$ cat src/rtl/posit_enc_pkg.sv
package posit_enc_pkg;

  // largest regime magnitude that still fits below the sign bit
  function automatic int regime_limit(input int nbits);
    return nbits - 2;
  endfunction

  // not-a-real word of a given width
  function automatic int nar_msb(input int nbits);
    return nbits - 1;
  endfunction

endpackage

$ cat src/rtl/posit_regime_place.sv
module posit_regime_place
  import posit_enc_pkg::*;
#(
  parameter int NBITS   = 8,
  parameter int ES      = 1,
  parameter int FRAC_W  = 8,
  parameter int SCALE_W = 6
) (
  input  logic signed [SCALE_W-1:0] scale,
  input  logic [FRAC_W-1:0]         frac,
  output logic [NBITS-2:0]          mag_cut,
  output logic                      guard_bit,
  output logic                      tail_nz,
  output logic                      too_big,
  output logic                      too_small
);
  localparam int MAGW  = NBITS - 1;
  localparam int BODYW = ES + FRAC_W;
  localparam int VW    = 2 + BODYW + NBITS;
  localparam logic signed [SCALE_W-1:0] KLIM = SCALE_W'(regime_limit(NBITS));

  logic signed [SCALE_W-1:0] k_val;
  logic                      k_neg;
  logic [SCALE_W-1:0]        shamt;
  logic [BODYW-1:0]          body;
  logic [VW-1:0]             pattern;
  logic [VW-1:0]             placed;

  // exponent field is the low ES bits of the scale
  generate
    if (ES > 0) begin : g_exp
      assign body = {scale[ES-1:0], frac};
    end else begin : g_noexp
      assign body = frac;
    end
  endgenerate

  always_comb begin
    k_val     = scale >>> ES;
    k_neg     = k_val[SCALE_W-1];
    too_big   = k_val > KLIM;
    too_small = k_val < -KLIM;
    // extra run length beyond the first bit of the two-bit seed
    shamt     = k_neg ? ~k_val : k_val;
    pattern   = {(k_neg ? 2'b01 : 2'b10), body, {NBITS{1'b0}}};
    if (k_neg)
      placed = pattern >> shamt;
    else
      placed = $signed(pattern) >>> shamt;
    mag_cut   = placed[VW-1 -: MAGW];
    guard_bit = placed[VW-1-MAGW];
    tail_nz   = |placed[VW-2-MAGW:0];
  end
endmodule

$ cat src/rtl/posit_round_rne.sv
module posit_round_rne #(
  parameter int NBITS = 8
) (
  input  logic [NBITS-2:0] mag_cut,
  input  logic             guard_bit,
  input  logic             tail_nz,
  input  logic             sticky_in,
  input  logic             too_big,
  input  logic             too_small,
  output logic [NBITS-2:0] mag_out
);
  localparam int MAGW = NBITS - 1;

  logic          sticky_all;
  logic          bump;
  logic [MAGW:0] sum;

  always_comb begin
    sticky_all = tail_nz | sticky_in;
    bump       = guard_bit & (mag_cut[0] | sticky_all);
    sum        = {1'b0, mag_cut} + {{MAGW{1'b0}}, bump};
    if (too_big)
      mag_out = {MAGW{1'b1}};
    else if (too_small)
      mag_out = {{(MAGW-1){1'b0}}, 1'b1};
    else if (sum[MAGW])
      mag_out = {MAGW{1'b1}};
    else
      mag_out = sum[MAGW-1:0];
  end
endmodule

$ cat src/rtl/posit_sign_pack.sv
module posit_sign_pack
  import posit_enc_pkg::*;
#(
  parameter int NBITS = 8
) (
  input  logic             sign,
  input  logic [NBITS-2:0] mag,
  input  logic             is_zero,
  input  logic             is_nar,
  output logic [NBITS-1:0] word
);
  localparam int TOP = nar_msb(NBITS);

  logic [NBITS-1:0] pos_word;

  always_comb begin
    pos_word = {1'b0, mag};
    if (is_nar) begin
      word      = '0;
      word[TOP] = 1'b1;
    end else if (is_zero)
      word = '0;
    else if (sign)
      word = -pos_word;
    else
      word = pos_word;
  end
endmodule

$ cat src/rtl/posit_encoder.sv
module posit_encoder #(
  parameter int NBITS   = 8,
  parameter int ES      = 1,
  parameter int FRAC_W  = 8,
  parameter int SCALE_W = 6,
  parameter bit OUT_REG = 1'b1
) (
  input  logic                      clk,
  input  logic                      rst_n,
  input  logic                      en,
  input  logic                      res_sign,
  input  logic signed [SCALE_W-1:0] res_scale,
  input  logic [FRAC_W-1:0]         res_frac,
  input  logic                      res_sticky,
  input  logic                      flag_zero,
  input  logic                      flag_nar,
  output logic [NBITS-1:0]          posit_out
);
  logic [NBITS-2:0] mag_cut;
  logic [NBITS-2:0] mag_rnd;
  logic             guard_bit;
  logic             tail_nz;
  logic             too_big;
  logic             too_small;
  logic [NBITS-1:0] word;

  posit_regime_place #(
    .NBITS(NBITS), .ES(ES), .FRAC_W(FRAC_W), .SCALE_W(SCALE_W)
  ) u_place (
    .scale     (res_scale),
    .frac      (res_frac),
    .mag_cut   (mag_cut),
    .guard_bit (guard_bit),
    .tail_nz   (tail_nz),
    .too_big   (too_big),
    .too_small (too_small)
  );

  posit_round_rne #(.NBITS(NBITS)) u_round (
    .mag_cut   (mag_cut),
    .guard_bit (guard_bit),
    .tail_nz   (tail_nz),
    .sticky_in (res_sticky),
    .too_big   (too_big),
    .too_small (too_small),
    .mag_out   (mag_rnd)
  );

  posit_sign_pack #(.NBITS(NBITS)) u_pack (
    .sign    (res_sign),
    .mag     (mag_rnd),
    .is_zero (flag_zero),
    .is_nar  (flag_nar),
    .word    (word)
  );

  generate
    if (OUT_REG) begin : g_reg
      logic [NBITS-1:0] out_q;
      logic [NBITS-1:0] out_d;

      always_comb begin
        out_d = en ? word : out_q;
      end

      always_ff @(posedge clk or negedge rst_n) begin
        if (!rst_n) out_q <= '0;
        else        out_q <= out_d;
      end

      assign posit_out = out_q;
    end else begin : g_comb
      assign posit_out = word;
    end
  endgenerate
endmodule

$ cat config.mk
export PLATFORM = sky130hd
export DESIGN_NAME = posit_encoder
export DESIGN_NICKNAME = d
export VERILOG_FILES = /design/src/rtl/posit_enc_pkg.sv /design/src/rtl/posit_regime_place.sv /design/src/rtl/posit_round_rne.sv /design/src/rtl/posit_sign_pack.sv /design/src/rtl/posit_encoder.sv
export SDC_FILE = /design/constraint.sdc
export NUM_CORES = 1
export LEC_CHECK = 0
export ABC_AREA = 1
export CAP_MARGIN = 30
export CORE_MARGIN = 2
export CORE_UTILIZATION = 40
export CTS_BUF_LIST = sky130_fd_sc_hd__clkbuf_16
export CTS_CLUSTER_SIZE = 40
export DETAILED_ROUTE_END_ITERATION = 10
export PLACE_DENSITY = 0.62
export RECOVER_POWER = 50
export SLEW_MARGIN = 20
export SYNTH_ARGS = -nofsm -noshare
export SYNTH_HDL_FRONTEND = slang
export SYNTH_SLANG_ARGS = --single-unit
$ cat constraint.sdc
create_clock -name clk -period 1.44 [get_ports clk]
set_clock_uncertainty 0.05 [all_clocks]
set_input_delay 0.288 -clock clk [delete_from_list [all_inputs] [get_ports clk]]
set_output_delay 0.288 -clock clk [all_outputs]
set_load 0.02 [all_outputs]
==> summary by stage <==
Logic synthesis
The synthesized net count is 305. The most common cell in the synthesized netlist is nand2_1. The register bit total from synthesis is 8. After synthesis, the largest area contributor takes up between 20% and 30% of total cell area. The fraction of registers with async set or reset after synthesis is 100%.

The post-synthesis average cell area is 5.54 sq um. In the post-synthesis netlist, the biggest area contributors are nand2_1, dfrtp_1, nand3_1. In this run, synthesis inferred 0 flip-flops with an integrated enable. For this run, the number of Yosys warnings is 0. The area of the mapped netlist is roughly 1500 sq um. The commonest cells after synthesis are nand2_1, nand3_1, inv_1. The largest total area in the synthesized netlist belongs to nand2_1. Among all flip-flop cells after synthesis, the most frequent one is dfrtp_1. The fraction of the yosys area taken by sequential cells is 13.0%. The number of library cell types mapped by synthesis is 32. The synthesized instance count is 278.

Routing
In the routed layout, each cell is associated on average with a via count of 4.87. The average wire per cell in the routed design is 11.4 um. The total via count after detailed routing is 2064. The detail route stage leaves a number of antenna-violating nets equal to 0.

The length of routed wiring on met1 is around 2.3 mm. The number of DRC violations after detailed-routing iteration 0 is 96. The DRC violation count after routing is 0. Summed over all nets, wire length on met2 after detailed routing comes to 2.40 mm. The top routing layer in use is met4.

The first detailed-routing pass ran for 4 iterations. Summed over all nets, wire length on met3 after detailed routing comes to 140 um. The routed design has 4.82 mm of wire.

Clock tree
In this run the number of H-tree levels came out at 1. TritonCTS built the clock tree. The clock passes through at most 2 buffers. The clock root buffer is clkbuf_16. The worst-skew pair later-pin latency is 230 ps. The number of sinks on the clock net is 8. The number of hold buffers added after CTS was 0.

The register clock-pin slew on the reported worst setup and hold paths is about 40 ps. The number of buffers created by CTS is 3.

Timing
Once routing completed, OpenROAD measured the worst setup slack at -1160 ps. The maximum clock rate is 0.385 GHz. The worst slew margin relative to its limit is 69.9%. For the pin with the worst max-slew slack, the measured transition is 447 ps. Setup violations remaining at the end of the flow were counted as 8. The number of pins with negative max-slew slack in the final report is 0.

The setup TNS is -8510 ps. Setup repair after global routing could not meet its margin everywhere. The final worst-path cycle share is 181%. The final hold violation count is 0.

Hold is met by 352 ps. After layout, the minimum clock period comes to about 2600 ps.

Floorplan
The full die area is about 4400 sq um. The die is 66.1 um tall. The initial utilization of the core area, before any placement, comes to a little over two fifths. The number of core rows is 22. The die extent in x is around 66 um.

The floorplan step defined a core boundary enclosing 3690 sq um. The boundary pin count is 29.

Final layout
The number of cells in the finished layout apart from fillers is 424. The ratio of cells with drive above 1 in the final layout is 42.3%. The total inserted antenna cells is 0. The final layout contains about 400 nets.

Fill cells in the final layout number 313. Measured on the finished design, the core utilization comes to 74.3%. Compared with the post-synthesis result, the final layout area differs by 77.7%.

The number of flip-flops in the largest register is 8.

Worst setup path
The worst setup path is captured at a register. The count of cell instances traversed by the critical path is 25. Among the stages of the critical path, the cell type that occurs most often is nand2_1. The biggest cell delay along the critical path is 310 ps. The arrival time at the worst endpoint is 2670 ps. Measured in cells, the most critical reg-to-reg path has a length of 1. The buffering stage count on the worst path with inverters included is 6. STA classifies the critical path startpoint as a primary input. The top fanout value on the critical path is 5.

Grouping stages by cell kind, the critical path spends the most delay in simple AND/OR/NAND/NOR gates. The minimum setup slack among reg-to-reg paths is 690 ps. The cell with the biggest individual delay on the critical path is ha_4. The worst setup path is of the primary input to register kind. The required time at the worst-slack endpoint is 1510 ps.

GRT
The overall track demand over capacity in global routing is 22.9%. The wire length of the first global-routing pass is roughly 8 mm. The number of antenna violations at the first check in global routing came to 0. The overall overflow remaining after global route is 0. The largest net degree at the start of global routing is 17.

The via count of the first global-routing pass is approximately 2.0k.

Power
The total power per unit cell area is a little under 700 nW/um^2. The internal power of the cells totals 1.17 mW. The power spent charging and discharging nets is 0.731 mW.

The share of power burned in the clock network is 24.3%. The sequential power share is 13.4%. VDD sags by at most 0.312 mV. Net switching is 38.4% of the power. Combinational cells account for between 60 and 70% of the total power.

The static leakage is around 1.4 nW.

Run status
The flow ran to the end, but the final reports show violations. The checks that failed: setup timing.

Job
The number of maximum-capacitance violations is 0.

Placed design
The instance count after placement with tap cells included is 410. The congestion estimate from routability-driven global placement came to 0.850. Once detailed placement completed, the half-perimeter wirelength came to 3.61 mm. In this run the tool buffered the top-level ports with 28 buffer cells.

Worst hold path
The min-delay analysis places its worst path in the category primary input to asynchronous set/reset pin.
## what timing repair did
action,in CTS,in global routing
setup endpoints to repair,16,8
pin swaps,38,31
gates resized for setup,66,29
buffers inserted,8,4
## per-layer routing
layer / vias to the layer above / track usage, %
li1: 1087 / -
met1: 936 / 29.0
met2: 37 / 41.9
met4: 0 / 4.59
met3: 4 / 2.21
met5: - / 0
## per-stage QoR
step / setup WS (ps) / power, mW / area [sq um]
global route: -1370 / 2.05 / 2740
CTS: -1160 / 1.81 / 2600
floorplan: -1340 / 0.820 / 1600
global placement: -1950 / 1.25 / 2350
finish: -1160 / 1.90 / 2740
detailed placement: -1980 / 1.26 / 2350
## cell usage in the layout (no fill, tap or decap), types with 4 or more instances in the layout
master,instances
nor2_1,18
dlygate4sd2_1,11
inv_1,24
o21ai_1,5
nor2_4,7
nand2_2,32
ha_4,4
nand3_1,24
buf_4,66
nand2_1,81
inv_2,7
a21oi_1,6
nand3_2,8
dfrtp_1,8
clkdlybuf4s50_1,13
nand2_4,5
o21ai_0,6
nand4_1,5
nor2_2,7
buf_6,4
## power groups by stage
| stage | Sequential, mW | Clock (mW) | Combinational, mW |
|---|---|---|---|
| CTS | 0.256 | 0.465 | 1.09 |
| global placement | 0.259 | 0 | 0.991 |
| finish | 0.256 | 0.462 | 1.18 |
| floorplan | 0.285 | 0 | 0.535 |
| global route | 0.257 | 0.480 | 1.31 |
| detailed placement | 0.259 | 0 | 0.998 |
## logic make-up after synthesis
family          count (synthesis)  share of synthesized area (%)
buf+inv                        40                           11.8
compound gates                 29                           12.1
flops                           8                           13.0
xor+xnor                        3                           1.70
simple gates                  192                           56.6
fa+ha+maj                       6                           4.87
## area by class of cell
type	instances	area, sq um	area share [%]
multi-input combinational	230	1410	51.3
clock buffer	3	75.1	2.74
inverter	35	144	5.25
sequential	8	200	7.31
timing repair buffer	100	855	31.2
tap	48	60.1	2.19
## worst paths after layout
check                              from            to
max                        res_scale[5]  posit_out[6]
min                               rst_n  posit_out[2]
max reg2reg                posit_out[2]  posit_out[2]
min reg2reg                posit_out[3]  posit_out[3]
max in group asynchronous         rst_n  posit_out[3]
min in group clk           posit_out[3]  posit_out[3]
(Power assumes the default switching activity.)
